==> src/rtl/rxwake_pkg.sv <==
package rxwake_pkg;

  typedef enum logic [1:0] {
    ST_IDLE   = 2'd0,
    ST_WAKE   = 2'd1,
    ST_SETTLE = 2'd2,
    ST_ACTIVE = 2'd3
  } seq_state_t;

  localparam int CFG_W     = 8;
  localparam int SECT_W    = CFG_W - 1;
  localparam int CFG_SLEEP = 0;
  localparam int SETTLE_W  = 16;

  // peak detector positions inside sect_en (ASK at 0, FSK at 2)
  localparam logic [SECT_W-1:0] PD_MASK = 7'b000_0101;

endpackage

==> src/rtl/rxwake_tick.sv <==
module rxwake_tick #(
  parameter int TICK_DIV = 15000
) (
  input  logic clk,
  input  logic rst_n,
  input  logic run,
  output logic tick
);
  localparam int PRE_W = (TICK_DIV > 1) ? $clog2(TICK_DIV) : 1;
  localparam logic [PRE_W-1:0] PRE_LAST = PRE_W'(TICK_DIV - 1);

  logic [PRE_W-1:0] pre_q, pre_d;
  logic             pre_en;

  assign tick = run && (pre_q == PRE_LAST);

  always_comb begin
    pre_en = 1'b1;
    if (!run)      pre_d = '0;
    else if (tick) pre_d = '0;
    else           pre_d = pre_q + PRE_W'(1);
  end

  always_ff @(posedge clk or negedge rst_n) begin
    if (!rst_n)      pre_q <= '0;
    else if (pre_en) pre_q <= pre_d;
  end

  p_pre_range_r3: assert property (@(posedge clk) disable iff (!rst_n)
    int'(pre_q) < TICK_DIV);

  generate
    if (TICK_DIV > 1) begin : g_gap
      p_tick_gap_r3: assert property (@(posedge clk) disable iff (!rst_n)
        tick |=> !tick);
    end
  endgenerate

endmodule

==> src/rtl/rxwake_sync.sv <==
module rxwake_sync #(
  parameter int STAGES = 2
) (
  input  logic clk,
  input  logic rst_n,
  input  logic d,
  output logic q
);
  logic [STAGES-1:0] sh_q;

  generate
    if (STAGES > 1) begin : g_multi
      always_ff @(posedge clk or negedge rst_n) begin
        if (!rst_n) sh_q <= '1;
        else        sh_q <= {sh_q[STAGES-2:0], d};
      end
    end else begin : g_single
      always_ff @(posedge clk or negedge rst_n) begin
        if (!rst_n) sh_q <= '1;
        else        sh_q <= d;
      end
    end
  endgenerate

  assign q = sh_q[STAGES-1];

endmodule

==> src/rtl/rxwake_pwr.sv <==
module rxwake_pwr
  import rxwake_pkg::*;
(
  input  seq_state_t        state,
  input  logic              drx_en,
  input  logic [CFG_W-1:0]  pwr_cfg,
  output logic [SECT_W-1:0] sect_en,
  output logic              ask_data_en,
  output logic              fsk_data_en
);
  logic [SECT_W-1:0] sel;
  logic              sleep;

  assign sel   = pwr_cfg[CFG_W-1:1];
  assign sleep = pwr_cfg[CFG_SLEEP];

  always_comb begin
    sect_en     = '0;
    ask_data_en = 1'b0;
    fsk_data_en = 1'b0;
    if (sleep) begin
      sect_en = '0;
    end else if (!drx_en) begin
      sect_en     = sel;
      ask_data_en = 1'b1;
      fsk_data_en = 1'b1;
    end else begin
      unique case (state)
        ST_SETTLE: sect_en = sel & ~PD_MASK;
        ST_ACTIVE: begin
          sect_en     = sel;
          ask_data_en = 1'b1;
          fsk_data_en = 1'b1;
        end
        default:   sect_en = '0;
      endcase
    end
  end

endmodule

==> src/rtl/rxwake_fsm.sv <==
module rxwake_fsm
  import rxwake_pkg::*;
#(
  parameter int WAKE_W = 16
) (
  input  logic                clk,
  input  logic                rst_n,
  input  logic                drx_en,
  input  logic                sleep,
  input  logic                tick,
  input  logic                line_hi,
  input  logic [WAKE_W-1:0]   wake_ticks,
  input  logic [SETTLE_W-1:0] settle_val,
  output seq_state_t          state,
  output logic                run,
  output logic                hs_drive_low
);
  localparam int CNT_W = (WAKE_W > SETTLE_W) ? WAKE_W : SETTLE_W;

  seq_state_t       state_q, state_d;
  logic [CNT_W-1:0] cnt_q, cnt_d;
  logic             cnt_en;
  logic             go_idle;
  logic             cnt_zero;

  assign go_idle  = sleep || !drx_en;
  assign cnt_zero = (cnt_q == '0);

  always_comb begin
    state_d = state_q;
    cnt_d   = cnt_q;
    cnt_en  = 1'b0;
    if (go_idle) begin
      state_d = ST_IDLE;
    end else begin
      unique case (state_q)
        ST_IDLE: begin
          state_d = ST_WAKE;
          cnt_d   = CNT_W'(wake_ticks);
          cnt_en  = 1'b1;
        end
        ST_WAKE: begin
          if (tick) begin
            cnt_en = 1'b1;
            if (cnt_zero) begin
              state_d = ST_SETTLE;
              cnt_d   = CNT_W'(settle_val);
            end else begin
              cnt_d = cnt_q - CNT_W'(1);
            end
          end
        end
        ST_SETTLE: begin
          if (tick) begin
            cnt_en = 1'b1;
            if (cnt_zero) state_d = ST_ACTIVE;
            else          cnt_d   = cnt_q - CNT_W'(1);
          end
        end
        ST_ACTIVE: begin
          if (line_hi) state_d = ST_IDLE;
        end
        default: state_d = ST_IDLE;
      endcase
    end
  end

  always_ff @(posedge clk or negedge rst_n) begin
    if (!rst_n) state_q <= ST_IDLE;
    else        state_q <= state_d;
  end

  always_ff @(posedge clk or negedge rst_n) begin
    if (!rst_n)      cnt_q <= '0;
    else if (cnt_en) cnt_q <= cnt_d;
  end

  assign state        = state_q;
  assign run          = (state_q != ST_IDLE);
  assign hs_drive_low = (state_q == ST_WAKE) || (state_q == ST_SETTLE);

  p_settle_load_r2: assert property (@(posedge clk) disable iff (!rst_n)
    (state_q == ST_WAKE && tick && cnt_zero && drx_en && !sleep)
    |=> (state_q == ST_SETTLE && cnt_q == CNT_W'($past(settle_val))));

  p_zero_advance_r3: assert property (@(posedge clk) disable iff (!rst_n)
    (state_q == ST_SETTLE && tick && cnt_zero && drx_en && !sleep)
    |=> state_q == ST_ACTIVE);

  p_hold_count_r4: assert property (@(posedge clk) disable iff (!rst_n)
    (hs_drive_low && !tick && drx_en && !sleep) |=> $stable(cnt_q) && $stable(state_q));

  p_restart_r7: assert property (@(posedge clk) disable iff (!rst_n)
    (state_q == ST_ACTIVE && line_hi) |=> state_q == ST_IDLE);

  p_stay_active_r8: assert property (@(posedge clk) disable iff (!rst_n)
    (state_q == ST_ACTIVE && !line_hi && drx_en && !sleep) |=> state_q == ST_ACTIVE);

endmodule

==> src/rtl/rxwake_seq.sv <==
module rxwake_seq
  import rxwake_pkg::*;
#(
  parameter int TICK_DIV    = 15000,
  parameter int WAKE_W      = 16,
  parameter int SYNC_STAGES = 2
) (
  input  logic              clk,
  input  logic              rst_n,
  input  logic              drx_en,
  input  logic [7:0]        pwr_cfg,
  input  logic [7:0]        settle_hi,
  input  logic [7:0]        settle_lo,
  input  logic [WAKE_W-1:0] wake_ticks,
  input  logic              hs_line,
  output logic              hs_drive_low,
  output logic [6:0]        sect_en,
  output logic              ask_data_en,
  output logic              fsk_data_en
);
  seq_state_t          state;
  logic                run;
  logic                tick;
  logic                line_hi;
  logic [SETTLE_W-1:0] settle_val;

  assign settle_val = {settle_hi, settle_lo};

  rxwake_tick #(.TICK_DIV(TICK_DIV)) u_tick (
    .clk  (clk),
    .rst_n(rst_n),
    .run  (run),
    .tick (tick)
  );

  rxwake_sync #(.STAGES(SYNC_STAGES)) u_sync (
    .clk  (clk),
    .rst_n(rst_n),
    .d    (hs_line),
    .q    (line_hi)
  );

  rxwake_fsm #(.WAKE_W(WAKE_W)) u_fsm (
    .clk         (clk),
    .rst_n       (rst_n),
    .drx_en      (drx_en),
    .sleep       (pwr_cfg[CFG_SLEEP]),
    .tick        (tick),
    .line_hi     (line_hi),
    .wake_ticks  (wake_ticks),
    .settle_val  (settle_val),
    .state       (state),
    .run         (run),
    .hs_drive_low(hs_drive_low)
  );

  rxwake_pwr u_pwr (
    .state      (state),
    .drx_en     (drx_en),
    .pwr_cfg    (pwr_cfg),
    .sect_en    (sect_en),
    .ask_data_en(ask_data_en),
    .fsk_data_en(fsk_data_en)
  );

  p_no_data_while_drive_r6: assert property (@(posedge clk) disable iff (!rst_n)
    hs_drive_low |-> (!ask_data_en && !fsk_data_en && (sect_en & PD_MASK) == '0));

  p_sleep_release_r9: assert property (@(posedge clk) disable iff (!rst_n)
    pwr_cfg[CFG_SLEEP] |=> !hs_drive_low);

  p_sleep_dark_r9: assert property (@(posedge clk) disable iff (!rst_n)
    pwr_cfg[CFG_SLEEP] |-> (sect_en == '0 && !ask_data_en && !fsk_data_en));

  p_continuous_r10: assert property (@(posedge clk) disable iff (!rst_n)
    (!drx_en && !pwr_cfg[CFG_SLEEP]) |=> !hs_drive_low);

endmodule

==> config.mk <==
export PLATFORM = sky130hd
export DESIGN_NAME = rxwake_seq
export DESIGN_NICKNAME = d
export VERILOG_FILES = /design/src/rtl/rxwake_pkg.sv /design/src/rtl/rxwake_tick.sv /design/src/rtl/rxwake_sync.sv /design/src/rtl/rxwake_pwr.sv /design/src/rtl/rxwake_fsm.sv /design/src/rtl/rxwake_seq.sv
export SDC_FILE = /design/constraint.sdc
export NUM_CORES = 1
export LEC_CHECK = 0
export BUFFER_PORTS_ARGS = -buffer_cell sky130_fd_sc_hd__clkbuf_2
export CORE_ASPECT_RATIO = 0.5
export CORE_UTILIZATION = 50
export DETAILED_ROUTE_END_ITERATION = 10
export PLACE_DENSITY = 0.71
export SKIP_CTS_REPAIR_TIMING = 1
export SLEW_MARGIN = 20
export SYNTH_ARGS = -nofsm -noshare
export SYNTH_HDL_FRONTEND = slang
export SYNTH_HIERARCHICAL = 1
export SYNTH_SLANG_ARGS = --single-unit
export TNS_END_PERCENT = 30
==> constraint.sdc <==
create_clock -name clk -period 3.45 [get_ports clk]
set_input_delay 0.1725 -clock clk [delete_from_list [all_inputs] [get_ports clk]]
set_output_delay 0.1725 -clock clk [all_outputs]
set_load 0.01 [all_outputs]
==> results of run 1 <==
-- worst max-delay path: cells and delay by family, from the launching register on --
kind | cells | cell delay (ns)
buffers and inverters | 1 | 0.11
AND/OR/NAND/NOR | 1 | 0.40
AO/OA/AOI/OAI | 4 | 1.27
flip-flops | 1 | 0.45
adder cells (fa/ha/maj) | 1 | 0.27
-- layer usage --
metal / vias to the layer above / routed length (um) / GRT usage [%]
met2: 52 / 2440 / 37.4
met4: 0 / 54 / 5.80
met1: 969 / 2620 / 29.6
met5: - / 0 / 0
li1: 1019 / - / -
met3: 7 / 253 / 7.39
-- power by group --
group	internal (uW)	switching, uW	total, uW
clock network	236	152	387
registers	475	103	578
logic	230	287	517
total	940	543	1480
-- layout by cell type (no fill, tap or decap), types with 7 or more instances in the layout --
cell	count
a221oi_2	10
clkbuf_2	53
dfrtp_1	32
ha_1	8
inv_1	14
nand2_1	22
nand4_1	8
nor2_1	44
nor3_1	7
nor3b_1	8
o31ai_2	9
xnor2_1	19
-- kinds of logic (layout without fill, tap and decap cells) --
family / Yosys count / after routing
fa+ha+maj: 8 / 8
xor+xnor: 22 / 22
buf+inv: 27 / 78
mux: 2 / 2
compound gates: 43 / 43
flops: 34 / 34
simple gates: 120 / 120
-- registers in the layout (all words and copies together) (netlist names) --
name	count
u_fsm/cnt_q	16
u_tick/pre_q	14
u_fsm/state	2
u_sync/sh_q	2
-- worst max-delay path by stage --
stage	slack [ns]	from	cells after the start	end
2_1_floorplan	1.20	u_fsm/state[1]	8	u_fsm/cnt_q[2]
3_3_place_gp	0.91	u_fsm/state[1]	7	u_fsm/cnt_q[10]
3_5_place_dp	0.85	u_fsm/state[1]	7	u_fsm/cnt_q[10]
4_1_cts	0.83	u_fsm/state[1]	7	u_fsm/cnt_q[10]
5_1_grt	0.66	u_fsm/state[1]	7	u_fsm/cnt_q[2]
6_report	0.80	u_fsm/state[1]	7	u_fsm/cnt_q[2]
-- stage by stage --
| stage | hold WS, ns | area [um2] |
|---|---|---|
| after floorplan | -0.123 | 2470 |
| after global placement | 0.259 | 2720 |
| after detailed placement | 0.264 | 2720 |
| after CTS | -0.0511 | 2840 |
| after global routing | 0.0515 | 2850 |
| final | -0.0246 | 2850 |
-- final cells by class --
class / instances / area, um2 / area share, %
inverters: 14 / 52.6 / 1.84
clock inverters: 1 / 30.0 / 1.05
multi-input cells: 195 / 1460 / 51.1
repair buffers: 56 / 290 / 10.2
clock buffers: 7 / 86.3 / 3.03
well taps: 66 / 82.6 / 2.90
flip-flops and latches: 34 / 853 / 29.9
==> run_results.csv, run 1 <==
group,metric,value,unit
status,status,"finished with violations",
synthesis,async_flop_share,100,%
synthesis,synth_commonest_cells,"nor2_1, dfrtp_1, nand2_1, xnor2_1, inv_1",
final_layout,instances_no_fill,373,
synthesis,netlist.area_leader.share,32.5,%
synthesis,synthTopCellsByArea,"dfrtp_1, xnor2_1, nor2_1",
global_routing,grt_max_degree,35,
clocking,insertion_delay,0.30,ns
detailed_routing,wire_per_inst,14.4,um
clocking,clkTransAtPathRegs,0.07,ns
synthesis,synth_xor_area_share,7.81,%
critical_path,cp_data_required_time,3.60,ns
synthesis,syn_area_per_cell,9.64,um2
power,ir_drop,0.000352,V
clocking,cts_sinks,34,
clocking,clockBufferDepth,2,
synthesis,synth_cells,256,
final_layout,syn2layout_area_growth,15.5,%
detailed_routing,drc_errors,0,
critical_path,rr_worst_depth,7,
global_routing,grt_pass1_wl,8.96,mm
global_routing,grt_pass1_vias,1935,
critical_path,r2r_end,"u_fsm/cnt_q[2]",
critical_path,cp.arrival,2.80,ns
clocking,cts_tree,"yes",
critical_path,cp_slowest_stage_delay,0.46,ns
floorplanning,initial_core_util,54.0,%
placement,numPortBuffers,53,
synthesis,synth.distinct_cells,53,
detailed_routing,num_vias,2047,
synthesis,yosysMostFrequentCell,"nor2_1",
synthesis,synth_compound_area_share,19.3,%
sta,finalWorstSetupSlack,0.798,ns
floorplanning,die_w,101,um
sta,slew_headroom,41.6,%
detailed_routing,firstDrtPassIters,4,
synthesis,synth_top_family_by_area,"simple AND/OR/NAND/NOR gates",
synthesis,synthMuxAreaShare,0.811,%
global_routing,grt_usage,22.9,%
placement,hpwl,3.80,mm
clocking,htree_levels,2,
floorplanning,fp.dieArea,5240,um2
power,p_per_area,520,nW/um2
global_routing,grt.overflow.total,0,
power,leakage,0.00128,uW
detailed_routing,avgViaCountPerCell,5.49,
run,maxCapViolations,0,
final_layout,nets,358,
critical_path,endpoint_kind,"flop",
clocking,root_buffer,"clkbuf_8",
placement,dp_slack,0.855,ns
sta,finalSetupTns,0,ns
sta,slew_violations,0,
sta,clock_skew,0.00837,ns
sta,rsz0062_at_grt,"false",
sta,worstMarginPinSlew,0.876,ns
synthesis,synth_ff_type,"dfrtp_1",
hold_path,hold_class,"input port to asynchronous set/reset pin",
final_layout,num_antenna_cells,0,
sta,setup_violations,0,
synthesis,syn_area,2470,um2
critical_path,r2r_setup_slack,0.80,ns
floorplanning,io-pin-count,54,
synthesis,synth-edff-count,0,
sta,fin_worst_hold_slack,-0.0246,ns
critical_path,crit_slowest_cell,"a31o_2",
final_layout,drive_gt1_share,30.9,%
final_layout,nFillCells,399,
detailed_routing,drtIter0Drc,59,
sta,max_freq,377,MHz
placement,globalplace.congestion,0.792,
placement,dp.cells,364,
final_layout,fin_util,62.3,%
sta,finalCritPeriodShare,76.9,%
critical_path,critical_path.max_fanout,33,
synthesis,ys_seq_area_share,34.6,%
status,violations,"negative hold slack",
floorplanning,core,4570,um2
floorplanning,rows,17,
global_routing,grt_antenna_before_repair,0,
critical_path,critPathLaunchType,"flop",
synthesis,synth_fa_ha_area_share,4.06,%
critical_path,critPathKind,"flop to flop",
sta,min_period,2.65,ns
critical_path,rr_startpoint,"u_fsm/state[1]",
detailed_routing,wl,5.37,mm
synthesis,synth_seq_cells,34,
synthesis,ys_warn_count,6,
power,p_total,1480,uW
synthesis,synth-simple-area-share,27.0,%
synthesis,syn-num-nets,308,
detailed_routing,detail-route-antenna-nets,0,
synthesis,synth_largest_area_cell,"dfrtp_1",
sta,hold_violations,18,
critical_path,worstPathCellList,"inv_1 > ha_1 > or3b_1 > a2111o_1 > a31o_2 > a21oi_1 > o32ai_2",
clocking,numCtsBuffers,5,
floorplanning,die_h,51.7,um
(Power assumes the default switching activity.)
==> run 2: changes to the inputs <==
Clock period 3.45 ns to 2.45 ns, I/O delays scaled along.
==> run_results.csv, run 2 (same netlist as run 1, synthesis figures left out) <==
group,metric,value,unit
detailed_routing,drc_errors,0,
critical_path,endpoint_kind,"flop",
critical_path,critical_path.max_fanout,16,
sta,min_period,2.34,ns
sta,setup_violations,0,
final_layout,reg_top3,"u_fsm/cnt_q x16, u_tick/pre_q x14",
global_routing,grt_usage,24.2,%
detailed_routing,avgViaCountPerCell,5.51,
floorplanning,rows,17,
clocking,root_buffer,"clkbuf_8",
detailed_routing,wire_per_inst,14.8,um
floorplanning,die_h,51.7,um
status,status,"finished with violations",
critical_path,cp_data_required_time,2.62,ns
status,violations,"negative hold slack",
critical_path,critPathKind,"flop to flop",
run,maxCapViolations,0,
placement,numPortBuffers,53,
global_routing,grt_pass1_wl,9.69,mm
clocking,clkTransAtPathRegs,0.08,ns
hold_path,hold_class,"input port to asynchronous set/reset pin",
clocking,insertion_delay,0.29,ns
final_layout,num_antenna_cells,0,
final_layout,fin_util,65.9,%
floorplanning,io-pin-count,54,
clocking,cts_sinks,34,
placement,hpwl,4.12,mm
power,leakage,0.00139,uW
final_layout,nets,378,
critical_path,cp.arrival,2.51,ns
floorplanning,core,4570,um2
sta,worstMarginPinSlew,0.862,ns
sta,rsz0062_at_grt,"false",
placement,globalplace.congestion,0.854,
detailed_routing,detail-route-antenna-nets,0,
critical_path,r2r_setup_slack,0.11,ns
final_layout,syn2layout_area_growth,22.2,%
clocking,htree_levels,2,
detailed_routing,firstDrtPassIters,4,
global_routing,grt.overflow.total,0,
detailed_routing,num_vias,2167,
final_layout,regMostFlops,"u_fsm/cnt_q",
clocking,numCtsBuffers,5,
global_routing,grt_pass1_vias,2150,
floorplanning,die_w,101,um
clocking,clockBufferDepth,2,
critical_path,critPathLaunchType,"flop",
clocking,cts_tree,"yes",
sta,clock_skew,0.00730,ns
floorplanning,initial_core_util,54.0,%
sta,slew_violations,0,
sta,finalCritPeriodShare,95.5,%
sta,fin_worst_hold_slack,-0.0708,ns
final_layout,final_common_cell,"clkbuf_2",
final_layout,seq_area,853,um2
power,p_per_area,706,nW/um2
power,ir_drop,0.000396,V
final_layout,layout_common_cells,"clkbuf_2, nor2_1, dfrtp_1, nand2_1, buf_4",
floorplanning,fp.dieArea,5240,um2
detailed_routing,wl,5.81,mm
final_layout,nFillCells,395,
sta,max_freq,427,MHz
final_layout,largest_reg_flops,16,
global_routing,grt_antenna_before_repair,0,
sta,hold_violations,32,
critical_path,rr_worst_depth,7,
critical_path,rr_startpoint,"u_fsm/state[0]",
critical_path,r2r_end,"u_fsm/cnt_q[10]",
final_layout,multi_input_area,1490,um2
final_layout,drive_gt1_share,36.1,%
sta,slew_headroom,42.5,%
global_routing,grt_max_degree,35,
sta,finalSetupTns,0,ns
detailed_routing,drtIter0Drc,79,
[run 2: area by class of cell]
| type | count | share of cell area [%] |
|---|---|---|
| Multi-Input combinational cell | 196 | 49.3 |
| Sequential cell | 34 | 28.3 |
| Timing Repair Buffer | 75 | 14.4 |
| Tap cell | 66 | 2.74 |
| Clock buffer | 5 | 2.28 |
| Inverter | 14 | 1.74 |
| Clock inverter | 3 | 1.33 |
[run 2: worst max path at each step]
| stage | depth (start not counted) | from | endpoint | slack (ns) |
|---|---|---|---|---|
| after detailed placement | 9 | u_tick/pre_q[0] | u_fsm/cnt_q[10] | -0.08 |
| after floorplan | 8 | u_fsm/state[1] | u_fsm/cnt_q[2] | 0.20 |
| after global placement | 9 | u_tick/pre_q[0] | u_fsm/cnt_q[10] | 0.01 |
| final | 7 | u_fsm/state[0] | u_fsm/cnt_q[10] | 0.11 |
| after global routing | 7 | u_tick/pre_q[10] | u_fsm/cnt_q[0] | 0.02 |
| after CTS | 9 | u_tick/pre_q[0] | u_fsm/cnt_q[10] | -0.1 |
[run 2: worst max-delay path: stages (launching register included)]
cell and delay (ns):
dfrtp_1 0.41, inv_1 0.12, ha_1 0.21, or3b_1 0.35, a2111o_1 0.47, a31o_4 0.32, a211oi_2 0.25, a221oi_2 0.08
[run 2: where the power goes]
part,total (uW),internal [uW],switching [uW]
registers,824,668,156
clock network,516,299,217
logic,788,354,434
[run 2: through the flow]
stage	setup WS [ns]	instance area (um2)	hold WS [ns]	total power, uW	cells
finish	0.110	3020	-0.0708	2130	393
global route	0.0165	3020	0.00558	2270	393
CTS	-0.0980	2980	-0.0983	2120	391
detailed placement	-0.0766	2870	0.213	1590	383
global placement	0.0143	2870	0.213	1550	383
floorplan	0.205	2470	-0.173	1370	256
[run 2: metal layers]
| layer | vias to the layer above | GRT usage [%] | part of all wire [%] |
|---|---|---|---|
| li1 | 1060 | - | - |
| met3 | 4 | 5.51 | 5.1 |
| met4 | 0 | 7.49 | 0.65 |
| met2 | 67 | 41.4 | 46 |
| met5 | - | 0 | 0 |
| met1 | 1036 | 31.0 | 48 |
==> run 3: changes to the inputs <==
Settings changed: CORE_ASPECT_RATIO 0.5 to 1.25, TNS_END_PERCENT 30 to not set.
==> run_results.csv, run 3 (same netlist as run 1, synthesis figures left out) <==
group,metric,value,unit
status,status,"finished with violations",
status,violations,"negative hold slack",
clocking,htree_levels,2,
power,p_total,2030,uW
final_layout,fin_util,63.9,%
sta,slew_violations,0,
critical_path,critical_path.max_fanout,15,
floorplanning,die_w,64.8,um
global_routing,grt_antenna_before_repair,0,
hold_path,hold_class,"input port to asynchronous set/reset pin",
critical_path,endpoint_kind,"flop",
placement,hpwl,4.11,mm
final_layout,largest_reg_flops,16,
floorplanning,core,4730,um2
power,intPower,1240,uW
critical_path,rr_worst_depth,9,
detailed_routing,num_vias,2128,
clocking,clockBufferDepth,2,
floorplanning,rows,28,
clocking,insertion_delay,0.28,ns
detailed_routing,drc_errors,0,
floorplanning,initial_core_util,52.2,%
final_layout,drive_gt1_share,36.6,%
global_routing,grt_usage,23.2,%
placement,globalplace.congestion,0.818,
final_layout,instances_no_fill,391,
power,ir_drop,0.000458,V
global_routing,grt_pass1_vias,2103,
floorplanning,die_h,80.5,um
clocking,numCtsBuffers,5,
floorplanning,fp.dieArea,5220,um2
critical_path,cp_data_required_time,2.64,ns
detailed_routing,wire_per_inst,14.4,um
floorplanning,io-pin-count,54,
power,p_comb_share,39.7,%
sta,hold_violations,32,
global_routing,grt.overflow.total,0,
power,p_switching,788,uW
clocking,cts_tree,"yes",
run,maxCapViolations,0,
critical_path,critPathLaunchType,"flop",
global_routing,grt_max_degree,35,
sta,setup_violations,0,
sta,min_period,2.37,ns
clocking,cts_sinks,34,
detailed_routing,wl,5.62,mm
sta,fin_worst_hold_slack,-0.0603,ns
sta,clock_skew,0.00791,ns
final_layout,final_common_cell,"clkbuf_2",
sta,worstMarginPinSlew,0.867,ns
critical_path,critPathKind,"flop to flop",
final_layout,reg_top3,"u_fsm/cnt_q x16, u_tick/pre_q x14",
power,p_per_area,671,nW/um2
detailed_routing,drtIter0Drc,71,
placement,dp.cells,376,
detailed_routing,firstDrtPassIters,4,
power,pwr-share-clk,19.8,%
global_routing,grt_pass1_wl,9.40,mm
final_layout,num_antenna_cells,0,
final_layout,layout_common_cells,"clkbuf_2, nor2_1, dfrtp_1, buf_4, nand2_1",
placement,numPortBuffers,53,
sta,max_freq,423,MHz
power,seqPwrFrac,40.4,%
final_layout,regMostFlops,"u_fsm/cnt_q",
power,leakage,0.00140,uW
sta,slew_headroom,42.2,%
sta,finalCritPeriodShare,96.5,%
detailed_routing,avgViaCountPerCell,5.44,
clocking,clkTransAtPathRegs,0.07,ns
final_layout,nets,382,
critical_path,cp.arrival,2.56,ns
final_layout,syn2layout_area_growth,22.5,%
clocking,root_buffer,"clkbuf_8",
detailed_routing,detail-route-antenna-nets,0,
power,p_sw_share,38.9,%
run 3: cell count changes in the layout (fill, tap and decap cells not counted):
cell       previous run  this run
buf_4                21        25
a31o_2                1         0
buf_12                0         1
bufinv_16             1         0
clkbuf_1              0         1
nor4_1                1         2
nor4_2                3         2
o31ai_1               4         3
o31ai_2               9        10
run 3: per-stage QoR:
stage,setup slack [ns],instance area [um2],TNS [ns],hold slack [ns]
after floorplan,0.205,2470,0,-0.173
after global placement,0.124,2860,0,0.212
after detailed placement,0.0422,2860,0,0.214
after CTS,0.0418,2950,0,-0.0937
after global routing,-0.105,3020,-0.605,0.00416
final,0.0848,3020,0,-0.0603
run 3: final cells by class:
type,count,area (um2)
Clock buffer,6,72.6
Multi-Input combinational cell,195,1480
Fill cell,440,1710
Tap cell,60,75.1
Timing Repair Buffer,80,483
Inverter,14,52.6
Sequential cell,34,853
Clock inverter,2,10.0
run 3: power by group through the flow:
stage | Sequential, uW | Combinational [uW] | Clock [uW]
global route | 837 | 898 | 437
CTS | 819 | 782 | 417
floorplan | 790 | 580 | 0
detailed placement | 829 | 776 | 0
global placement | 824 | 764 | 0
finish | 819 | 805 | 402
run 3: routing by layer:
metal  track usage, %  vias up  part of all wire (%)  wire length (um)
met4             7.78        0                   1.3                74
met1             27.0     1014                    42              2390
met3             3.55        9                   2.5               141
met5                0        -                     0                 0
met2             42.4       41                    54              3010
li1                 -     1064                     -                 -
run 3: worst max-delay path, cell delays in order, from the launching register on:
cell and delay, ns:
dfrtp_1 0.35, ha_1 0.17, nand4bb_1 0.14, nor4_2 0.30, and2_1 0.20, inv_1 0.05, a2111o_1 0.37, a31o_4 0.29
buf_4 0.16, o32ai_2 0.26
run 3: path summary, 6_finish.rpt:
kind                                  from              end  slack (ns)
setup / recovery           u_tick/pre_q[0]   u_fsm/cnt_q[2]        0.08
hold / removal                       rst_n  u_tick/pre_q[7]       -0.06
setup reg to reg           u_tick/pre_q[0]   u_fsm/cnt_q[2]        0.08
hold reg to reg             u_sync/sh_q[0]   u_sync/sh_q[1]        0.37
max in group asynchronous            rst_n  u_fsm/cnt_q[15]        1.97
min in group clk             wake_ticks[5]   u_fsm/cnt_q[5]        0.10
